$ cat config.mk
export PLATFORM = sky130hd
export DESIGN_NAME = cart_bank_xlate
export DESIGN_NICKNAME = d
export VERILOG_FILES = /design/src/rtl/cart_bank_pkg.sv /design/src/rtl/bank_prg_map.sv /design/src/rtl/bank_chr_map.sv /design/src/rtl/bank_ram_ctl.sv /design/src/rtl/cart_bank_xlate.sv
export SDC_FILE = /design/constraint.sdc
export NUM_CORES = 1
export LEC_CHECK = 0
export CORE_ASPECT_RATIO = 1.75
export CORE_UTILIZATION = 32
export DETAILED_ROUTE_END_ITERATION = 8
export PLACE_DENSITY = 0.85
export RECOVER_POWER = 25
export SLEW_MARGIN = 20
export SYNTH_ARGS = -nofsm -noshare
export SYNTH_HDL_FRONTEND = slang
export SYNTH_HIERARCHICAL = 1
export SYNTH_SLANG_ARGS = --single-unit
$ cat constraint.sdc
create_clock -name clk -period 0.8 [get_ports clk]
set_input_delay 0.24 -clock clk [delete_from_list [all_inputs] [get_ports clk]]
set_output_delay 0.24 -clock clk [all_outputs]
set_load 0.01 [all_outputs]
$ cat src/rtl/cart_bank_pkg.sv
package cart_bank_pkg;
  localparam int unsigned WORD_W = 5;
  localparam logic [3:0] LAST_16K = 4'hF;

  typedef enum logic [1:0] {
    MIR_ONE_LO = 2'd0,
    MIR_ONE_HI = 2'd1,
    MIR_VERT   = 2'd2,
    MIR_HORZ   = 2'd3
  } mirror_e;

  typedef enum logic [1:0] {
    PL_WIDE_A   = 2'd0,
    PL_WIDE_B   = 2'd1,
    PL_FIX_LOW  = 2'd2,
    PL_FIX_HIGH = 2'd3
  } prg_layout_e;
endpackage

$ cat src/rtl/bank_prg_map.sv
module bank_prg_map
  import cart_bank_pkg::*;
#(
  parameter int unsigned PRG_BANK_W = 5,
  parameter int unsigned PRG_BANKS  = 32
) (
  input  logic [1:0]            layout,
  input  logic                  outer_sel,
  input  logic [3:0]            prg_sel,
  output logic [PRG_BANK_W-1:0] lo_bank,
  output logic [PRG_BANK_W-1:0] hi_bank
);
  localparam logic [PRG_BANK_W-1:0] BANK_MASK = PRG_BANK_W'(PRG_BANKS - 1);

  logic [WORD_W-1:0] offs, lo_raw, hi_raw;

  always_comb begin
    offs = {outer_sel, 4'b0000};
    unique case (prg_layout_e'(layout))
      PL_FIX_HIGH: begin
        lo_raw = offs | {1'b0, prg_sel};
        hi_raw = offs | {1'b0, LAST_16K};
      end
      PL_FIX_LOW: begin
        lo_raw = offs;
        hi_raw = offs | {1'b0, prg_sel};
      end
      default: begin
        lo_raw = offs | {1'b0, prg_sel[3:1], 1'b0};
        hi_raw = offs | {1'b0, prg_sel[3:1], 1'b1};
      end
    endcase
    lo_bank = PRG_BANK_W'(lo_raw) & BANK_MASK;
    hi_bank = PRG_BANK_W'(hi_raw) & BANK_MASK;
  end
endmodule

$ cat src/rtl/bank_chr_map.sv
module bank_chr_map
  import cart_bank_pkg::*;
#(
  parameter int unsigned CHR_BANK_W = 5,
  parameter int unsigned CHR_BANKS  = 32
) (
  input  logic                  split_4k,
  input  logic [WORD_W-1:0]     chr0,
  input  logic [WORD_W-1:0]     chr1,
  output logic [CHR_BANK_W-1:0] lo_bank,
  output logic [CHR_BANK_W-1:0] hi_bank
);
  localparam logic [CHR_BANK_W-1:0] BANK_MASK = CHR_BANK_W'(CHR_BANKS - 1);

  logic [WORD_W-1:0] lo_raw, hi_raw;

  always_comb begin
    if (split_4k) begin
      lo_raw = chr0;
      hi_raw = chr1;
    end else begin
      lo_raw = {chr0[4:1], 1'b0};
      hi_raw = {chr0[4:1], 1'b1};
    end
    lo_bank = CHR_BANK_W'(lo_raw) & BANK_MASK;
    hi_bank = CHR_BANK_W'(hi_raw) & BANK_MASK;
  end
endmodule

$ cat src/rtl/bank_ram_ctl.sv
module bank_ram_ctl #(
  parameter bit RAM_16K        = 1'b1,
  parameter bit IGNORE_RAM_DIS = 1'b0
) (
  input  logic split_4k,
  input  logic chr0_b4,
  input  logic chr0_b3,
  input  logic ram_dis,
  input  logic acc,
  input  logic wr,
  output logic ce,
  output logic open_bus,
  output logic bank
);
  logic enabled;

  always_comb begin
    enabled  = IGNORE_RAM_DIS ? 1'b1 : !ram_dis;
    ce       = acc && enabled;
    open_bus = acc && !wr && !enabled;
    bank     = RAM_16K ? (split_4k ? chr0_b4 : chr0_b3) : 1'b0;
  end
endmodule

$ cat src/rtl/cart_bank_xlate.sv
module cart_bank_xlate
  import cart_bank_pkg::*;
#(
  parameter int unsigned PRG_BANK_W     = 5,
  parameter int unsigned PRG_BANKS      = 32,
  parameter int unsigned CHR_BANK_W     = 5,
  parameter int unsigned CHR_BANKS      = 32,
  parameter bit          RAM_16K        = 1'b1,
  parameter bit          IGNORE_RAM_DIS = 1'b0
) (
  input  logic                  clk,
  input  logic                  rst_n,
  input  logic [4:0]            ctrl_word,
  input  logic [4:0]            chr0_word,
  input  logic [4:0]            chr1_word,
  input  logic [4:0]            prg_word,
  input  logic                  ram_acc,
  input  logic                  ram_wr,
  output logic [PRG_BANK_W-1:0] prg_lo_bank,
  output logic [PRG_BANK_W-1:0] prg_hi_bank,
  output logic [CHR_BANK_W-1:0] chr_lo_bank,
  output logic [CHR_BANK_W-1:0] chr_hi_bank,
  output logic [1:0]            mirror_mode,
  output logic                  ram_ce,
  output logic                  ram_bank,
  output logic                  open_bus
);
  localparam logic [PRG_BANK_W-1:0] PRG_MASK = PRG_BANK_W'(PRG_BANKS - 1);

  logic [PRG_BANK_W-1:0] prg_lo_d, prg_hi_d;
  logic [CHR_BANK_W-1:0] chr_lo_d, chr_hi_d;
  logic [1:0]            mirror_d;
  logic                  ce_d, bank_d, ob_d;
  logic                  split_4k;

  assign split_4k = ctrl_word[4];

  bank_prg_map #(.PRG_BANK_W(PRG_BANK_W), .PRG_BANKS(PRG_BANKS)) u_prg (
    .layout    (ctrl_word[3:2]),
    .outer_sel (chr0_word[4]),
    .prg_sel   (prg_word[3:0]),
    .lo_bank   (prg_lo_d),
    .hi_bank   (prg_hi_d)
  );

  bank_chr_map #(.CHR_BANK_W(CHR_BANK_W), .CHR_BANKS(CHR_BANKS)) u_chr (
    .split_4k (split_4k),
    .chr0     (chr0_word),
    .chr1     (chr1_word),
    .lo_bank  (chr_lo_d),
    .hi_bank  (chr_hi_d)
  );

  bank_ram_ctl #(.RAM_16K(RAM_16K), .IGNORE_RAM_DIS(IGNORE_RAM_DIS)) u_ram (
    .split_4k (split_4k),
    .chr0_b4  (chr0_word[4]),
    .chr0_b3  (chr0_word[3]),
    .ram_dis  (prg_word[4]),
    .acc      (ram_acc),
    .wr       (ram_wr),
    .ce       (ce_d),
    .open_bus (ob_d),
    .bank     (bank_d)
  );

  always_comb mirror_d = mirror_e'(ctrl_word[1:0]);

  always_ff @(posedge clk or negedge rst_n) begin
    if (!rst_n) begin
      prg_lo_bank <= '0;
      prg_hi_bank <= '0;
      chr_lo_bank <= '0;
      chr_hi_bank <= '0;
      mirror_mode <= '0;
      ram_ce      <= 1'b0;
      ram_bank    <= 1'b0;
      open_bus    <= 1'b0;
    end else begin
      prg_lo_bank <= prg_lo_d;
      prg_hi_bank <= prg_hi_d;
      chr_lo_bank <= chr_lo_d;
      chr_hi_bank <= chr_hi_d;
      mirror_mode <= mirror_d;
      ram_ce      <= ce_d;
      ram_bank    <= bank_d;
      open_bus    <= ob_d;
    end
  end


  mirror_follow_chk: assert property (@(posedge clk) disable iff (!rst_n)
    1'b1 |=> mirror_mode == $past(ctrl_word[1:0]));


  fixed_last_chk: assert property (@(posedge clk) disable iff (!rst_n)
    ctrl_word[3:2] == 2'd3 |=>
      prg_hi_bank == (PRG_BANK_W'({$past(chr0_word[4]), 4'hF}) & PRG_MASK));


  fixed_first_chk: assert property (@(posedge clk) disable iff (!rst_n)
    ctrl_word[3:2] == 2'd2 |=>
      prg_lo_bank == (PRG_BANK_W'({$past(chr0_word[4]), 4'h0}) & PRG_MASK));


  wide_pair_chk: assert property (@(posedge clk) disable iff (!rst_n)
    !ctrl_word[3] |=> (prg_hi_bank & ~PRG_BANK_W'(1)) == prg_lo_bank);


  ram_exclusive_chk: assert property (@(posedge clk) disable iff (!rst_n)
    !(ram_ce && open_bus));


  ram_disabled_chk: assert property (@(posedge clk) disable iff (!rst_n)
    (prg_word[4] && !IGNORE_RAM_DIS) |=> !ram_ce);


  chr_pair_chk: assert property (@(posedge clk) disable iff (!rst_n)
    !ctrl_word[4] |=> (chr_hi_bank & ~CHR_BANK_W'(1)) == chr_lo_bank);
endmodule

Yosys cells after proc, flatten, opt, wreduce, memory -nomap -nowiden:

Cells that the tools add are included.

* bits in registers: 25
* input port bits: 24
* output and inout bits: 25

* eq/ne operators: 2
* bitwise gates (word level): 3
* multiplexer cells: 5
* reduce and logical (&&, ||, !) cells: 5

Operator list (number)
* one-hot mux 5 bit (2 select lines): 2
* OR 5 x 4 -> 5 bit: 3
* two-way mux 5 bit: 1
* == test 2 bit (second input constant): 2
* logical AND 1 bit: 3
* zero test 1 bit: 2
* two-way mux 1 bit: 2

Logic depth before layout (Yosys ltp):

Gate-level depths: netlist (run 1).

* depth in word-level cells: 3
* mapped depth: 2

By module:

The synthesis (run 1) kept the hierarchy.

By module, submodules not included
* cart_bank_xlate: cells each 25, area each 625.6 um^2, times used 1, seq. area each 625.6 um^2
* bank_chr_map: cells each 10, area each 88.8 um^2, times used 1, seq. area each 0.0 um^2
* bank_prg_map: cells each 12, area each 83.8 um^2, times used 1, seq. area each 0.0 um^2
* bank_ram_ctl: cells each 3, area each 30.0 um^2, times used 1, seq. area each 0.0 um^2

Worst setup path before layout (run 1):

No wires, ideal clock.

* kind: input -> register
* start: input port ctrl_word[2]
* end: register prg_hi_bank[0]
* path buffers: 0
* data arrival time: 0.550 ns
* stages on the path: 2
* library setup time: 0.124 ns
* required time: 0.676 ns
* path slack: 0.126 ns
* cell sequence: nand2b_4 or2_1

* cells in the longest elaborated chain, start to end: 2
* elaborated cells on any way between the ends: 3
* classes of those cells: eq/ne (2); mux (1)

RTL lines
* start, declared: line cart_bank_xlate.sv:13 `input logic [4:0] ctrl_word,`
* == test 2 bit: line bank_prg_map.sv:19 `unique case (prg_layout_e'(layout))`
* one-hot mux 5 bit (2 select lines) (*): line bank_prg_map.sv:19
* net prg_hi_d[0]: line cart_bank_xlate.sv:30 `logic [PRG_BANK_W-1:0] prg_lo_d, prg_hi_d;`
* end signal, assigned: line cart_bank_xlate.sv:80 `prg_hi_bank <= prg_hi_d;`
* end, declared: line cart_bank_xlate.sv:20 `output logic [PRG_BANK_W-1:0] prg_hi_bank,`

Mark *: on every way through the listed nets, which the timed path passes. The rest lies on a longest branch.

Worst setup path in the final report (run 1):

* start: register prg_lo_bank[2]
* end: output port prg_lo_bank[2]

RTL lines
* start, declared: line cart_bank_xlate.sv:19 `output logic [PRG_BANK_W-1:0] prg_lo_bank,`
* start signal, assigned: line cart_bank_xlate.sv:79 `prg_lo_bank <= prg_lo_d;`

No word-level cell between the ends.

==> results of run 1 <==
-- what timing repair did --
| action | CTS | global route |
|---|---|---|
| gates cloned | 0 | 0 |
| endpoints found under the setup margin | 39 | 26 |
| resized for setup | 106 | 5 |
-- layout make-up --
cell class	count	area, sq um
timing repair buffer	52	400
fill	224	1190
clock buffer	3	41.3
multi-input combinational	19	161
tap	26	32.5
sequential	25	626
clock inverter	1	7.51
-- logic make-up after synthesis --
family,share of synthesized area (%)
buffers and inverters,4.98
flip-flops,75.5
multiplexers,7.25
AND/OR/NAND/NOR,12.2
-- per-stage QoR --
| stage | area, sq um | total power [mW] |
|---|---|---|
| floorplan | 828 | 1.49 |
| global placement | 1340 | 1.79 |
| detailed placement | 1340 | 1.80 |
| CTS | 1260 | 2.44 |
| global route | 1270 | 2.52 |
| finish | 1270 | 2.42 |
-- registers in the layout, indices dropped and copies added (netlist names) --
signal	flops
chr_hi_bank	5
chr_lo_bank	5
mirror_mode	2
open_bus	1
prg_hi_bank	5
prg_lo_bank	5
ram_bank	1
ram_ce	1
-- final timing paths --
check                                 end  slack (ps)
worst max-delay path       prg_lo_bank[2]        -210
min in group asynchronous  prg_lo_bank[0]         420
max in group asynchronous  chr_lo_bank[3]         130
worst min-delay path       chr_lo_bank[3]         270
-- routing by layer --
layer / GRT usage, % / routed length [microns] / vias to the layer above
met5: 0 / 0 / -
met4: 6.67 / 53 / 0
met3: 3.21 / 154 / 6
met2: 25.2 / 925 / 35
met1: 12.4 / 470 / 259
li1: - / - / 252
-- where the power goes --
part / leakage [nW] / total, mW / switching [mW] / internal [mW]
sequential: 0.294 / 1.35 / 0.0184 / 1.33
combinational: 0.298 / 0.342 / 0.139 / 0.203
clock: 0.0217 / 0.726 / 0.374 / 0.352
-- cell usage after synthesis --
master    count
and3b_1       1
nand2_1       1
nor2b_1       1
and3_2        1
dfrtp_1      25
clkbuf_1      1
buf_4         5
and2_2        4
nand2b_1      4
or2_1         1
nand2b_4      1
mux2_4        1
mux2_2        4
==> qor.yml, run 1 <==
port_buffers: 48
cp_cell_sequence: "buf_2"
violations: "setup timing"
stdcell_count: 126
synthesis.area_sq_um: 828
viasPerCell: 4.38
antenna_found_initial: 0
grt_overflow: 0
root_buffer: "clkbuf_8"
cts_num_sinks: 25
crit_arrival_ps: 770
cts_buffer_depth: 2
place_congestion: 0.699
finalMaxSlewViolations: 0
drc: 0
tritoncts: "done"
die_h_microns: 69.3
routed_wl_microns: 1600
drt_iter0_drc: 4
rsz0062_at_grt: "yes"
hold_depth: 1
yosys_warnings: 6
synthTopCellsByArea: "dfrtp_1 76%, mux2_2 5.4%, buf_4 4.5%"
coreArea_sq_um: 2460
design.final.nets: 125
first_pass_iters: 3
grt_pass1_vias: 650
postCtsHoldBufs: 0
status: "finished with violations"
netlist.area_leader.share_pct: 75.5
crit_required_ps: 560
end_kind: "output pin"
layout-drive-gt1-share_pct: 45.0
relSlewSlack_pct: 78.5
row_count: 24
critPathMaxFanout: 1
hp-class: "primary input to flop"
finalCritPeriodShare_pct: 127
cts_setup_buffers: 0
grt_pass1_wl_microns: 2710
io_pins: 49
layout_commonest_cell: "dfrtp_1"
hold_viol_final: 0
synth.distinct_cells: 13
final_cell_mix: "25 x dfrtp_1, 21 x buf_2, 16 x clkdlybuf4s50_1"
dr_total_vias: 552
ant_nets: 0
startpoint_type: "flop"
power_density_nw_per_um2: 1910
final_util_pct: 51.5
initial_core_util_pct: 33.6
grt_max_degree: 26
max_freq_mhz: 987
period_minus_slack_ps: 1010
routedWlPerCell_microns: 12.7
ys_ff_latch: 25
critPathTopFamily: "flip-flops"
ys_seq_area_share_pct: 75.5
crit_cells: 1
cap_violations: 0
grt_use_total_pct: 13.8
tns_ps: -4970
startpoint: "prg_lo_bank[2]"
syn_nets: 74
tightest_slew_ps: 323
syn_area_per_cell_sq_um: 16.6
cts_made_buffers: 3
hold_slack_ps: 266
fp.dieW_microns: 40.5
crit_buf_inv: 1
leakage_nw: 0.613
dieArea_sq_um: 2800
synthCells: 50
max_stage_delay_ps: 370
vdd_drop_max_uv: 1690
dp_cells: 122
slowest_stage: "dfrtp_1"
htree_levels: 1
diodes: 0
post-place-ws_ps: -561
syn_to_final_growth_pct: 53.2
path_class: "flop to output pin"
fin_ws_ps: -213
yosysTopAreaCell: "dfrtp_1"
path_clk_slew_ps: 90
min_from: "chr0_word[3]"
setup_violations: 25
Power figures use the tool's default switching activity.
==> inputs of run 2 (changes only) <==
--- a/config.mk
+++ b/config.mk
@@ -6,12 +6,11 @@
 export NUM_CORES = 1
 export LEC_CHECK = 0
 export CORE_ASPECT_RATIO = 1.75
-export CORE_UTILIZATION = 32
+export CORE_UTILIZATION = 31
 export DETAILED_ROUTE_END_ITERATION = 8
 export PLACE_DENSITY = 0.85
 export RECOVER_POWER = 25
 export SLEW_MARGIN = 20
 export SYNTH_ARGS = -nofsm -noshare
 export SYNTH_HDL_FRONTEND = slang
-export SYNTH_HIERARCHICAL = 1
 export SYNTH_SLANG_ARGS = --single-unit
==> run 2 against run 1 <==
- the run still ends with setup timing left
- non-clock buffer count rose by 1
- count of clock-buffer cells in the layout did not move
- first-iteration DRC count rose by 50%
- maximum frequency rose by 0.77%
- largest cell class unchanged
- critical path depth did not move
==> qor.yml, run 2 <==
status: "finished with violations"
violations: "setup timing"
first_pass_iters: 4
hold_slack_ps: 249
grt_use_total_pct: 12.7
synthTopCellsByArea: "dfrtp_1 77%, mux2_4 5.8%, nand2b_1 4.8%"
synth_most_common_cell: "dfrtp_1"
critPathMaxFanout: 2
initial_core_util_pct: 33.3
grt_max_degree: 25
fp.dieW_microns: 39.8
fin_area_sq_um: 1230
routed_wl_microns: 1490
ys.flop_type: "dfrtp_1"
ys_ff_latch: 24
routedWlPerCell_microns: 11.7
tns_ps: -4790
cts_setup_buffers: 0
crit_arrival_ps: 770
synth_commonest_cells: "24 x dfrtp_1, 6 x nand2_1, 6 x nand2b_1, 4 x and2_1, 3 x mux2_4"
hold_viol_final: 0
syn_to_final_growth_pct: 59.2
drt_iter0_drc: 6
max_stage_delay_ps: 370
antenna_found_initial: 0
crit_required_ps: 560
place_area_sq_um: 1320
ys_seq_area_share_pct: 77.4
drc: 0
reg_top3: "chr_hi_bank x5, chr_lo_bank x5, prg_hi_bank x5"
root_buffer: "clkbuf_8"
syn_area_per_cell_sq_um: 15.5
die_h_microns: 68.2
synth.distinct_cells: 12
dieArea_sq_um: 2710
fillers: 218
vdd_drop_max_uv: 1080
power_density_nw_per_um2: 1860
syn_nets: 74
synth-edff-count: 0
finalMaxSlewViolations: 0
tightest_slew_ps: 311
layout_commonest_cell: "dfrtp_1"
yosys_warnings: 0
layout-drive-gt1-share_pct: 35.9
port_buffers: 48
end_kind: "output pin"
cts_made_buffers: 3
row_count: 23
htree_levels: 1
dr_total_vias: 548
dpl.hpwl_microns: 1230
io_pins: 49
period_minus_slack_ps: 1010
design.final.nets: 129
critPathTopFamily: "flip-flops"
final_util_pct: 53.0
slowest_stage: "dfrtp_1"
ant_nets: 0
path_class: "flop to output pin"
startpoint_type: "flop"
synthCells: 50
diodes: 0
rsz0062_at_grt: "yes"
cts_num_sinks: 24
tritoncts: "done"
leakage_nw: 0.615
grt_pass1_vias: 553
setup_violations: 25
yosysTopAreaCell: "dfrtp_1"
synthArstFlopShare_pct: 100
place_congestion: 0.610
hp-class: "primary input to flop"
grt_pass1_wl_microns: 2270
viasPerCell: 4.28
cap_violations: 0
post-place-ws_ps: -556
final_cell_mix: "24 x dfrtp_1, 23 x buf_2, 17 x clkdlybuf4s50_1, 6 x nand2_1, 5 x nand2b_1"
cts_buffer_depth: 2
finalCritPeriodShare_pct: 126
coreArea_sq_um: 2330
crit_buf_inv: 1
synthesis.area_sq_um: 776
path_clk_slew_ps: 70
netlist.area_leader.share_pct: 77.4
cp_cell_sequence: "buf_2"
relSlewSlack_pct: 79.3
fin_ws_ps: -205
grt_overflow: 0
max_freq_mhz: 995
run 2: path summary, 6_finish.rpt:
kind,start,cells after the start,to
worst min-delay path,chr0_word[1],1,chr_lo_bank[1]
min in group asynchronous,rst_n,2,chr_hi_bank[4]
worst max-delay path,prg_hi_bank[4],1,prg_hi_bank[4]
max in group asynchronous,rst_n,2,prg_lo_bank[2]
run 2: cells by family after synthesis:
| family | synth area share [%] |
|---|---|
| buffers and inverters | 2.90 |
| muxes | 5.81 |
| DFF | 77.4 |
| and+or+nand+nor | 13.9 |
run 2: area by class of cell:
cell class	instances	area [sq um]	share of cell area (%)
Sequential cell	24	601	48.6
Timing Repair Buffer	53	402	32.5
Multi-Input combinational cell	23	160	13.0
Clock buffer	3	41.3	3.34
Tap cell	25	31.3	2.53
run 2: per-stage QoR:
| step | power (mW) | std cells |
|---|---|---|
| global placement | 1.73 | 125 |
| detailed placement | 1.75 | 125 |
| floorplan | 1.43 | 50 |
| CTS | 2.33 | 128 |
| global route | 2.41 | 128 |
| finish | 2.29 | 128 |
run 2: routing by layer:
| layer | vias up | GRT usage, % | wire length [microns] |
|---|---|---|---|
| met5 | - | 0 | 0 |
| met4 | 0 | 6.47 | 22 |
| met3 | 4 | 2.92 | 158 |
| met2 | 34 | 25.4 | 921 |
| met1 | 251 | 10.0 | 389 |
| li1 | 259 | - | - |
run 2: timing repair:
| item | 4_1_cts | 5_1_grt |
|---|---|---|
| resized for setup | 106 | 2 |
| hold buffers | 0 | 0 |
| hold endpoints to repair | 0 | 0 |
| cloned | 0 | 0 |
| setup endpoints to repair | 40 | 25 |
run 2: power by group:
| group | internal [mW] | switching [mW] |
|---|---|---|
| Clock | 0.335 | 0.322 |
| Combinational | 0.199 | 0.137 |
| Sequential | 1.28 | 0.0179 |
| Total | 1.82 | 0.478 |
